`config.mk`:
```
export PLATFORM = sky130hd
export DESIGN_NAME = adc_chan_seq
export DESIGN_NICKNAME = d
export VERILOG_FILES = /design/src/rtl/adc_seq_pkg.sv /design/src/rtl/adc_scan_picker.sv /design/src/rtl/adc_chan_decode.sv /design/src/rtl/adc_seq_state.sv /design/src/rtl/adc_chan_seq.sv
export SDC_FILE = /design/constraint.sdc
export NUM_CORES = 1
export LEC_CHECK = 0
export BUFFER_PORTS_ARGS = -buffer_cell sky130_fd_sc_hd__buf_2
export CAP_MARGIN = 20
export CORE_MARGIN = 1.5
export CORE_UTILIZATION = 30
export CTS_CLUSTER_SIZE = 40
export DETAILED_ROUTE_END_ITERATION = 16
export HOLD_SLACK_MARGIN = 0.06
export SYNTH_ARGS = -nofsm -noshare
export SYNTH_HDL_FRONTEND = slang
export SYNTH_SLANG_ARGS = --single-unit
```
`constraint.sdc`:
```
create_clock -name clk_i -period 6.8 [get_ports clk_i]
set_input_delay 1.02 -clock clk_i [delete_from_list [all_inputs] [get_ports clk_i]]
set_output_delay 1.02 -clock clk_i [all_outputs]
set_load 0.05 [all_outputs]
```
`src/rtl/adc_seq_pkg.sv`:
```
package adc_seq_pkg;
  localparam int unsigned N_CH  = 4;
  localparam int unsigned CNT_W = 2;

  typedef enum logic [CNT_W-1:0] {
    CNT_CH0   = 2'b00,
    CNT_CH01  = 2'b01,
    CNT_ALL_A = 2'b10,
    CNT_ALL_B = 2'b11
  } chan_cnt_e;
endpackage

```
`src/rtl/adc_scan_picker.sv`:
```
module adc_scan_picker #(
  parameter int unsigned N_IN  = 16,
  localparam int unsigned SEL_W = $clog2(N_IN)
) (
  input  logic [N_IN-1:0]  mask_i,
  input  logic [SEL_W-1:0] cur_i,
  output logic             any_o,
  output logic [SEL_W-1:0] lowest_o,
  output logic [SEL_W-1:0] highest_o,
  output logic [SEL_W-1:0] next_o
);
  always_comb begin
    lowest_o = '0;
    for (int i = N_IN - 1; i >= 0; i--)
      if (mask_i[i]) lowest_o = SEL_W'(i);
  end

  always_comb begin
    highest_o = '0;
    for (int i = 0; i < N_IN; i++)
      if (mask_i[i]) highest_o = SEL_W'(i);
  end

  // nearest enabled index above cur, else wrap to lowest
  always_comb begin
    next_o = lowest_o;
    for (int i = N_IN - 1; i >= 0; i--)
      if (mask_i[i] && (SEL_W'(i) > cur_i)) next_o = SEL_W'(i);
  end

  assign any_o = |mask_i;
endmodule

```
`src/rtl/adc_chan_decode.sv`:
```
module adc_chan_decode
  import adc_seq_pkg::*;
(
  input  logic [CNT_W-1:0] cnt_i,
  input  logic             hires_i,
  output logic [N_CH-1:0]  en_o
);
  logic [CNT_W-1:0] cnt_eff;

  // high-resolution mode masks the count field to zero
  assign cnt_eff = hires_i ? CNT_W'(CNT_CH0) : cnt_i;

  for (genvar c = 0; c < N_CH; c++) begin : g_en
    if (c == 0) begin : g_prim
      assign en_o[c] = 1'b1;
    end else if (c == 1) begin : g_second
      assign en_o[c] = (cnt_eff != CNT_W'(CNT_CH0));
    end else begin : g_upper
      assign en_o[c] = cnt_eff[CNT_W-1];
    end
  end
endmodule

```
`src/rtl/adc_seq_state.sv`:
```
module adc_seq_state #(
  parameter int unsigned SEL_W = 4
) (
  input  logic             clk_i,
  input  logic             rst_ni,
  input  logic             restart_i,
  input  logic             accept_i,
  input  logic             advance_i,
  input  logic             toggle_nx_i,
  input  logic [SEL_W-1:0] ptr_nx_i,
  output logic             toggle_q_o,
  output logic             restart_q_o,
  output logic [SEL_W-1:0] ptr_q_o
);
  always_ff @(posedge clk_i or negedge rst_ni) begin
    if (!rst_ni) begin
      toggle_q_o  <= 1'b0;
      restart_q_o <= 1'b1;
      ptr_q_o     <= '0;
    end else if (restart_i) begin
      toggle_q_o  <= 1'b0;
      restart_q_o <= 1'b1;
    end else if (accept_i) begin
      toggle_q_o <= toggle_nx_i;
      if (advance_i) begin
        ptr_q_o     <= ptr_nx_i;
        restart_q_o <= 1'b0;
      end
    end
  end
endmodule

```
`src/rtl/adc_chan_seq.sv`:
```
module adc_chan_seq
  import adc_seq_pkg::*;
#(
  parameter int unsigned N_IN  = 16,
  parameter int unsigned EXT_W = 2,
  localparam int unsigned SEL_W = $clog2(N_IN)
) (
  input  logic             clk_i,
  input  logic             rst_ni,
  input  logic             trig_i,
  input  logic             cfg_we_i,
  input  logic [CNT_W-1:0] chan_cnt_i,
  input  logic             hires_i,
  input  logic             scan_en_i,
  input  logic             alt_en_i,
  input  logic [N_IN-1:0]  scan_mask_i,
  input  logic [SEL_W-1:0] sel_a_pos_i,
  input  logic [SEL_W-1:0] sel_b_pos_i,
  input  logic [EXT_W-1:0] ext_sel_a_i,
  input  logic [EXT_W-1:0] ext_sel_b_i,
  output logic [SEL_W-1:0] ch0_sel_o,
  output logic [EXT_W-1:0] ext_sel_o,
  output logic [N_CH-1:0]  ch_en_o,
  output logic             sample_b_o,
  output logic             valid_o,
  output logic             eos_o
);
  logic             accept, scan_act, use_b, toggle_nx, eos_nx;
  logic             toggle_q, restart_q, any_en;
  logic [SEL_W-1:0] ptr_q, cur_ptr, lowest, highest, ptr_nx, sel0_nx;
  logic [N_CH-1:0]  en_nx;

  assign accept = trig_i & ~cfg_we_i;

  adc_scan_picker #(.N_IN(N_IN)) picker_i (
    .mask_i    (scan_mask_i),
    .cur_i     (cur_ptr),
    .any_o     (any_en),
    .lowest_o  (lowest),
    .highest_o (highest),
    .next_o    (ptr_nx)
  );

  adc_chan_decode decode_i (
    .cnt_i   (chan_cnt_i),
    .hires_i (hires_i),
    .en_o    (en_nx)
  );

  adc_seq_state #(.SEL_W(SEL_W)) state_i (
    .clk_i       (clk_i),
    .rst_ni      (rst_ni),
    .restart_i   (cfg_we_i),
    .accept_i    (accept),
    .advance_i   (scan_act & ~use_b),
    .toggle_nx_i (toggle_nx),
    .ptr_nx_i    (ptr_nx),
    .toggle_q_o  (toggle_q),
    .restart_q_o (restart_q),
    .ptr_q_o     (ptr_q)
  );

  assign cur_ptr   = restart_q ? lowest : ptr_q;
  assign scan_act  = scan_en_i & any_en;
  assign use_b     = alt_en_i & toggle_q;
  assign toggle_nx = alt_en_i & ~use_b;
  assign sel0_nx   = use_b ? sel_b_pos_i : (scan_act ? cur_ptr : sel_a_pos_i);

  // sequence closes when the next conversion is A at the scan start
  assign eos_nx = ~toggle_nx &
                  (~scan_act | (use_b ? (cur_ptr == lowest) : (cur_ptr == highest)));

  always_ff @(posedge clk_i or negedge rst_ni) begin
    if (!rst_ni) begin
      ch0_sel_o  <= '0;
      ext_sel_o  <= '0;
      ch_en_o    <= '0;
      sample_b_o <= 1'b0;
      eos_o      <= 1'b0;
      valid_o    <= 1'b0;
    end else begin
      valid_o <= accept;
      if (accept) begin
        ch0_sel_o  <= sel0_nx;
        ext_sel_o  <= use_b ? ext_sel_b_i : ext_sel_a_i;
        ch_en_o    <= en_nx;
        sample_b_o <= use_b;
        eos_o      <= eos_nx;
      end
    end
  end
endmodule

```
* Word level (Yosys, flattened, before mapping)
Index checks and enable logic that the tools add are counted.
** Cells by class
- $lt $le $gt $ge :: 16
- Eq/ne operators :: 2
- Muxes and demuxes :: 58
- Bitwise gates (word level) :: 11
- Reductions and logical operators :: 22
** Operators with widths (number)
- 2-to-1 mux 4 bit :: 43
- > comparator 4 bit, first input constant :: 8
- > comparator 3 x 4 -> 1 bit, first input constant :: 4
- logical AND 1 bit :: 16
- OR reduction 16 bit :: 1
- 2-to-1 mux 3 bit :: 4
- equality test 4 bit :: 2
- > comparator 1 x 4 -> 1 bit, first input constant :: 2
- > comparator 2 x 4 -> 1 bit, first input constant :: 2
- 2-to-1 mux 2 bit :: 4
- 2-to-1 mux 1 bit :: 7
- bitwise AND 1 bit :: 6
- nonzero test 2 bit :: 3
- NOT 1 bit :: 4
- AND reduction 3 bit :: 1
- AND reduction 2 bit :: 1
- OR 1 bit :: 1
** Word-level totals
- Flip-flop bits (word level) :: 18
- Input port bits :: 37
- Output and inout bits :: 13
- Logic and storage cells :: 118

* Logic depth before layout (Yosys ltp)
Gate-level depths: netlist of the first run.
- Word-level depth :: 35
- Depth in mapped cells :: 11
- Gate-level depth less buffers :: 8

* By module
Synthesis of the first run repeated with hierarchy kept, for this count alone.
** Second synthesis, totals
- Cells, all modules :: 249
- Area total of the unflattened synthesis :: 1894.3 sq um
** Modules (own cells, without submodules)
- adc_chan_seq :: times used 1, cells each 107, area an instance 868.3 sq um, sequential area each 325.3 sq um
- adc_scan_picker :: times used 1, cells each 122, area an instance 734.5 sq um, sequential area each 0.0 sq um
- adc_seq_state :: times used 1, cells each 15, area an instance 256.5 sq um, sequential area each 151.4 sq um
- adc_chan_decode :: times used 1, cells each 5, area an instance 35.0 sq um, sequential area each 0.0 sq um

* Worst setup path after synthesis of the first run
OpenSTA, ideal clock, no wires.
- Path kind :: input to register
- From :: input port scan_mask_i[11]
- To :: register state_i.ptr_q_o[2]
- Library setup time :: 0.121 ns
- Data arrival time :: 2.935 ns
- Data required time :: 6.679 ns
- Path slack :: 3.744 ns
- Stages on the path :: 10
- Path buffers :: 2
- Cell sequence :: buf_4 or4_4 o211ai_2 and2_1 buf_6 nand3_1 a31oi_1 o311ai_1 a211o_1 a22o_1
** On the way
- Cells in the longest elaborated chain, start to end :: 31
- Elaborated cells on any way between the ends :: 65
- Those cells by class :: 16 x order compare; 29 x mux; 2 x bitwise; 18 x reduce/logical
** RTL lines
- from (decl) :: line adc_chan_seq.sv:16 : input logic [N_IN-1:0] scan_mask_i,
- 2-to-1 mux 4 bit (12 in series) :: line adc_scan_picker.sv:15 : if (mask_i[i]) lowest_o = SEL_W'(i);
- 2-to-1 mux 4 bit :: line adc_chan_seq.sv:63 : assign cur_ptr = restart_q ? lowest : ptr_q;
- > comparator 4 bit :: line adc_scan_picker.sv:28 : if (mask_i[i] && (SEL_W'(i) > cur_i)) next_o = SEL_W'(i);
- logical AND 1 bit :: line adc_scan_picker.sv:28
- 2-to-1 mux 4 bit (16 in series) :: line adc_scan_picker.sv:28
- to (signal assigned) :: line adc_seq_state.sv:26 : ptr_q_o <= ptr_nx_i;
- to (decl) :: line adc_seq_state.sv:13 : output logic [SEL_W-1:0] ptr_q_o
Several ways; a longest one is shown, not always the timed one.
A chain may end at the register's enable or synchronous reset.

* Worst setup path in the final report of the first run
- From :: input port scan_mask_i[3]
- To :: register state_i.ptr_q_o[2]
** On the way
- Cells in the longest elaborated chain, start to end :: 23
- Elaborated cells on any way between the ends :: 57
- Those cells by class :: 16 x order compare; 21 x mux; 2 x bitwise; 18 x reduce/logical
** RTL lines (line)
- 2-to-1 mux 4 bit (4 in series) :: adc_scan_picker.sv:15
- 2-to-1 mux 4 bit :: adc_chan_seq.sv:63
- > comparator 4 bit :: adc_scan_picker.sv:28
- logical AND 1 bit :: adc_scan_picker.sv:28
- 2-to-1 mux 4 bit (16 in series) :: adc_scan_picker.sv:28
Several ways; a longest one is shown, not always the timed one.

==> flow_metrics.py, run 1 <==
metrics = {
    "outcome": {
        "status": "finished clean",
    },
    "timing": {
        "worst-slew-pin-transition_ns": 0.977,
        "finalSetupTns_ns": 0,
        "skew_ns": 0.00754,
        "setup_viol": 0,
        "rsz0062_at_grt": "false",
        "clock.fmax_mhz": 301,
        "hold_violations": 0,
        "fin_hold_ws_ns": 0.462,
        "max_slew_margin": 0.343,
        "period_minus_slack_ns": 3.32,
        "period_share": 0.489,
        "drv_slew": 0,
    },
    "worst_setup_path": {
        "worst_ep_arrival_time_ns": 3.47,
        "critPathKind": "in2reg",
        "cp.required_ns": 6.95,
        "critical_path.max_stage_delay_ns": 0.65,
        "slowest_stage": "nor4_2",
        "cp-start-kind": "input port",
        "crit_path_max_fanout": 10,
        "end_kind": "flip-flop",
        "path_cells": "buf_2 -> nor4_2 -> mux2_1 -> and2_1 -> nand2_2 -> o22ai_1 -> o311ai_1 -> a211o_1 -> a22o_1",
    },
    "logic_synthesis": {
        "synthesis.nets": 299,
        "ys.warnings.count": 0,
        "yosysUniqueCellTypes": 65,
        "synth_top_area_frac": 0.223,
        "yosys.area.top_type": "dfrtp_1",
        "synthFlopType": "dfrtp_1",
        "synth_area_leaders": "dfrtp_1 22%, nand2_1 7.3%, nor2_1 5.3%",
        "synthesis.area_mm2": 0.00190,
        "synthArstFlopShare": 1.00,
        "synth_seq_area_share": 0.237,
        "synth-edff-count": 0,
        "postSynthCellCount": 262,
        "post_synth.cell_area_avg_um2": 7.27,
        "ys_seq_elements": 18,
    },
    "route": {
        "firstDrtPassIters": 5,
        "viasPerCell": 5.91,
        "wirelength_um": 6040,
        "route.detailed.drc": 0,
        "wl_per_cell_um": 16.3,
        "num_vias": 2194,
        "ant_nets": 0,
        "first_iter_violations": 187,
    },
    "power": {
        "clkPwrFrac": 0.206,
        "ir_worst_vdd_v": 0.000132,
        "power.total_uw": 365,
        "power.switching_uw": 153,
        "comb_power_share": 0.432,
        "power_leakage_uw": 0.000920,
        "intPower_uw": 212,
        "power.switching_fraction": 0.420,
        "seq_power_share": 0.362,
        "power_density_mw_per_mm2": 167,
    },
    "grt": {
        "antenna_found_initial": 0,
        "first_global_vias": 1886,
        "grt_max_degree": 19,
        "grt_pass1_wl_um": 9390,
        "globalRouteOverflowTotal": 0,
        "gr-usage-all-layers": 0.177,
    },
    "layout": {
        "design_area_mm2": 0.00219,
        "regArea_um2": 452,
        "nFillCells": 656,
        "syn_to_final_growth_pct": 14.9,
        "antennaDiodeCount": 0,
        "fin_nets": 334,
        "final_common_cell": "buf_2",
        "drive_gt1_frac": 0.220,
        "multi_input_area_mm2": 0.00132,
        "layout_common_cells": "49 x buf_2, 37 x nand2_1, 27 x nor2_1",
        "final_core_util": 0.363,
    },
    "clocking": {
        "cts.htree.levels": 1,
        "cts.sinks": 18,
        "path_clk_slew_ns": 0.07,
        "cts_buffers": 3,
        "ctsResizeCount": 0,
        "hold_buffers": 0,
        "root_buffer": "clkbuf_8",
        "clk_latency_ns": 0.25,
        "post_cts_buffers": 0,
        "cts_buffer_depth": 2,
        "cts_tree": "yes",
    },
    "die": {
        "rows": 28,
        "die-area_mm2": 0.00683,
        "start_util": 0.316,
        "chipWidth_um": 82.7,
        "ios": 50,
        "fp.coreArea_mm2": 0.00603,
        "die-height_um": 82.7,
    },
    "placement": {
        "portBuffers": 49,
        "routabilityCongestion": 0.913,
        "dpl_cell_area_mm2": 0.00214,
        "hpwlAfterDp_um": 4470,
    },
    "min_path": {
        "hold_class": "reg2reg",
    },
    "flow_run": {
        "drv_cap": 0,
    },
}
cell type report:
class | count | share of cell area
clock buffer | 4 | 0.0206
inverter | 8 | 0.0137
multi-input combinational | 216 | 0.601
sequential | 18 | 0.206
tap | 75 | 0.0429
timing repair buffer | 50 | 0.115
synthesized netlist by cell type, types with 3 or more instances:
cell	number
a211o_1	3
a21oi_1	13
a22o_1	3
a31oi_1	9
and2_1	3
buf_2	8
clkbuf_1	8
dfrtp_1	17
inv_1	7
mux2i_1	3
nand2_1	37
nand2b_1	6
nand3_1	8
nor2_1	27
nor2b_1	4
nor3_1	9
o211ai_1	4
o21ai_0	18
o21ai_1	3
o21bai_1	3
o221ai_1	4
o311ai_1	3
o31a_1	5
o31ai_1	3
or3_1	3
stage by stage:
step / worst slack, ns / std cells
2_1_floorplan: 3.74 / 262
3_3_place_gp: 3.18 / 366
3_5_place_dp: 3.12 / 366
4_1_cts: 3.38 / 370
5_1_grt: 3.33 / 371
6_report: 3.48 / 371
flip-flops by register name, indices dropped and copies added (netlist names), 2 cells and up:
signal and count:
state_i.ptr_q_o 4, ch_en_o 3, ext_sel_o 2, ch0_sel_o 4
critical path, delay by kind of cell:
family	cells	cell delay [ns]
AO/OA/AOI/OAI	4	0.88
buffers and inverters	1	0.14
multiplexers	1	0.25
AND/OR/NAND/NOR	3	1.18
logic make-up (layout without fill, tap and decap cells):
group | Yosys count | count (layout) | share of synthesized area
and+or+nand+nor | 114 | 114 | 0.302
DFF | 18 | 18 | 0.237
buffers and inverters | 28 | 62 | 0.0723
AOI/OAI and AO/OA | 95 | 95 | 0.353
xor gates and xnor gates | 3 | 3 | 0.0138
muxes | 4 | 4 | 0.0217
power groups by stage:
stage          combinational (uW)  clock [uW]  sequential, uW
2_1_floorplan                85.5           0             159
3_3_place_gp                  154           0             134
3_5_place_dp                  155           0             134
4_1_cts                       155        79.2             132
5_1_grt                       171        82.8             134
6_report                      158        75.2             132
per-layer routing:
metal,vias to the layer above,GRT usage,share of wire
li1,1054,-,-
met1,1029,0.243,0.43
met2,107,0.296,0.49
met3,4,0.0330,0.082
met4,0,0.0183,0.0043
met5,-,0,0
worst paths after layout:
kind                                                       from                               to  slack [ns]  cells past startpoint
max in group asynchronous                                rst_ni  state_i.restart_q_o$_DFFE_PN1P_        5.79                      1
min in group asynchronous                                rst_ni         ch0_sel_o[3]$_DFFE_PN0P_        0.69                      1
worst max register to register  state_i.restart_q_o$_DFFE_PN1P_   state_i.ptr_q_o[2]$_DFFE_PN0P_        3.90                      7
worst max-delay path                             scan_mask_i[3]   state_i.ptr_q_o[2]$_DFFE_PN0P_        3.48                      9
worst min register to register           ch_en_o[0]$_DFFE_PN0P_           ch_en_o[0]$_DFFE_PN0P_        0.46                      1
worst min-delay path                     ch_en_o[0]$_DFFE_PN0P_           ch_en_o[0]$_DFFE_PN0P_        0.46                      1
Note: power is estimated with default switching activity, not from simulation.
==> run 2, diff against run 1 <==
clock period = 2.95 ns   (was 6.8 ns; I/O delays follow)
==> run 2 against run 1 <==
Worst hold slack got worse by 0.35 ns. Via count fell by 0.82%. Wire length is 0.99% higher. Core utilization grew 1.4 points. Sequential share of layout area is 0.75 points lower. Flip-flop and latch count did not move. Setup slack got worse by 3.1 ns. Non-clock buffer count grew 11. Critical path depth unchanged. Die area stayed put. Design area rose by 3.8%. Sequential power up 130%. Critical endpoint unchanged. Largest power group unchanged.
==> flow_metrics.py, run 2 (same netlist as run 1, synthesis figures left out) <==
metrics = {
    "layout": {
        "fin_nets": 345,
        "final_common_cell": "buf_2",
        "antennaDiodeCount": 0,
        "reg_top3": "ch0_sel_o: 4 flops, state_i.ptr_q_o: 4 flops, ch_en_o: 3 flops",
        "nFillCells": 644,
        "final_cells": 382,
        "layout_common_cells": "49 x buf_2, 37 x nand2_1, 27 x nor2_1",
        "drive_gt1_frac": 0.248,
        "design_area_mm2": 0.00227,
        "syn_to_final_growth_pct": 19.3,
    },
    "placement": {
        "portBuffers": 49,
        "dpl_cell_area_mm2": 0.00223,
        "routabilityCongestion": 0.905,
        "hpwlAfterDp_um": 4720,
        "dp_cells": 378,
    },
    "power": {
        "seq_power_share": 0.353,
        "power.switching_uw": 358,
        "power_leakage_uw": 0.000974,
        "comb_power_share": 0.443,
        "intPower_uw": 503,
        "clkPwrFrac": 0.204,
        "power.switching_fraction": 0.415,
        "power_density_mw_per_mm2": 379,
        "ir_worst_vdd_v": 0.000261,
    },
    "clocking": {
        "cts_tree": "yes",
        "cts_buffers": 3,
        "post_cts_buffers": 0,
        "cts.htree.levels": 1,
        "hold_buffers": 0,
        "root_buffer": "clkbuf_8",
        "clk_latency_ns": 0.25,
        "path_clk_slew_ns": 0.07,
        "cts.sinks": 18,
        "cts_buffer_depth": 2,
        "ctsResizeCount": 0,
    },
    "grt": {
        "grt_pass1_wl_um": 9920,
        "globalRouteOverflowTotal": 0,
        "globalRouteMet1Util": 0.256,
        "use_met2": 0.300,
        "first_global_vias": 2010,
        "gr-usage-all-layers": 0.187,
        "grt-busiest-layer": "met2",
        "gr-usage-met3": 0.0341,
        "grt_max_degree": 19,
        "antenna_found_initial": 0,
    },
    "route": {
        "first_iter_violations": 187,
        "firstDrtPassIters": 4,
        "route.detailed.drc": 0,
        "ant_nets": 0,
        "wirelength_um": 6100,
        "wl_per_cell_um": 16.0,
        "num_vias": 2176,
        "viasPerCell": 5.70,
    },
    "worst_setup_path": {
        "cp-start-kind": "input port",
        "end_kind": "flip-flop",
        "path_cells": "buf_2 -> or4_4 -> o211ai_2 -> and2_1 -> nand2_2 -> o22ai_1 -> o311ai_1 -> a211o_1 -> a22o_1",
        "critical_path.max_stage_delay_ns": 0.57,
        "crit_path_max_fanout": 10,
        "critPathKind": "in2reg",
        "cp.required_ns": 3.09,
        "worst_ep_arrival_time_ns": 2.71,
        "slowest_stage": "or4_4",
    },
    "timing": {
        "period_share": 0.869,
        "skew_ns": 0.00404,
        "worst-slew-pin-transition_ns": 0.698,
        "clock.fmax_mhz": 390,
        "period_minus_slack_ns": 2.56,
        "finalSetupTns_ns": 0,
        "max_slew_margin": 0.535,
        "hold_violations": 0,
        "rsz0062_at_grt": "false",
        "drv_slew": 0,
        "setup_viol": 0,
    },
    "die": {
        "die-area_mm2": 0.00683,
        "chipWidth_um": 82.7,
        "rows": 28,
        "ios": 50,
        "fp.coreArea_mm2": 0.00603,
        "start_util": 0.316,
        "die-height_um": 82.7,
    },
    "min_path": {
        "hold_class": "in2async",
    },
    "outcome": {
        "status": "finished clean",
    },
    "flow_run": {
        "drv_cap": 0,
    },
}
==> run 2: cell count changes in the layout (fill, tap and decap cells not counted) <==
cell | previous run | this run
buf_4 | 0 | 12
clkbuf_4 | 1 | 0
==> run 2: path summary, 6_finish.rpt <==
check	startpoint	end	slack, ns	depth (start not counted)
max in group asynchronous	rst_ni	state_i.restart_q_o$_DFFE_PN1P_	2.52	1
max	scan_mask_i[8]	state_i.ptr_q_o[2]$_DFFE_PN0P_	0.39	9
min in group clk_i	hires_i	ch_en_o[1]$_DFFE_PN0P_	0.38	2
min	rst_ni	state_i.ptr_q_o[2]$_DFFE_PN0P_	0.11	1
min reg2reg	ch_en_o[0]$_DFFE_PN0P_	ch_en_o[0]$_DFFE_PN0P_	0.46	1
max reg2reg	state_i.restart_q_o$_DFFE_PN1P_	state_i.ptr_q_o[2]$_DFFE_PN0P_	0.51	7
==> run 2: layout make-up <==
type | count | area (um2) | area share
inverters | 8 | 30.0 | 0.0132
multi-input cells | 216 | 1320 | 0.579
repair buffers | 61 | 335 | 0.148
flip-flops and latches | 18 | 452 | 0.199
clock buffers | 4 | 45.0 | 0.0198
well taps | 75 | 93.8 | 0.0413
==> run 2: critical path: cells and delay by family <==
family | cells | cell delay, ns
AO/OA/AOI/OAI | 5 | 0.99
AND/OR/NAND/NOR | 3 | 1.10
buffers and inverters | 1 | 0.16
==> run 2: power by group through the flow <==
stage | clock network, uW | logic (uW) | registers (uW)
floorplan | 0 | 197 | 366
global placement | 0 | 377 | 307
finish | 176 | 382 | 303
detailed placement | 0 | 377 | 308
CTS | 182 | 378 | 303
global route | 192 | 419 | 308
==> run 2: stage by stage <==
stage               hold WS, ns  worst slack (ns)   util  power (uW)
detailed placement        0.402             0.151  0.369         685
global placement          0.391             0.201  0.369         684
floorplan                 0.147             0.471      -         563
CTS                       0.125             0.427  0.377         863
finish                    0.111             0.388  0.377         861
global route              0.138             0.265  0.377         919
==> run 2: layer usage <==
metal  vias up  wire length [um]
li1       1074                 -
met1      1023              2830
met2        73              2910
met3         6               313
met4         0                47
met5         -                 0
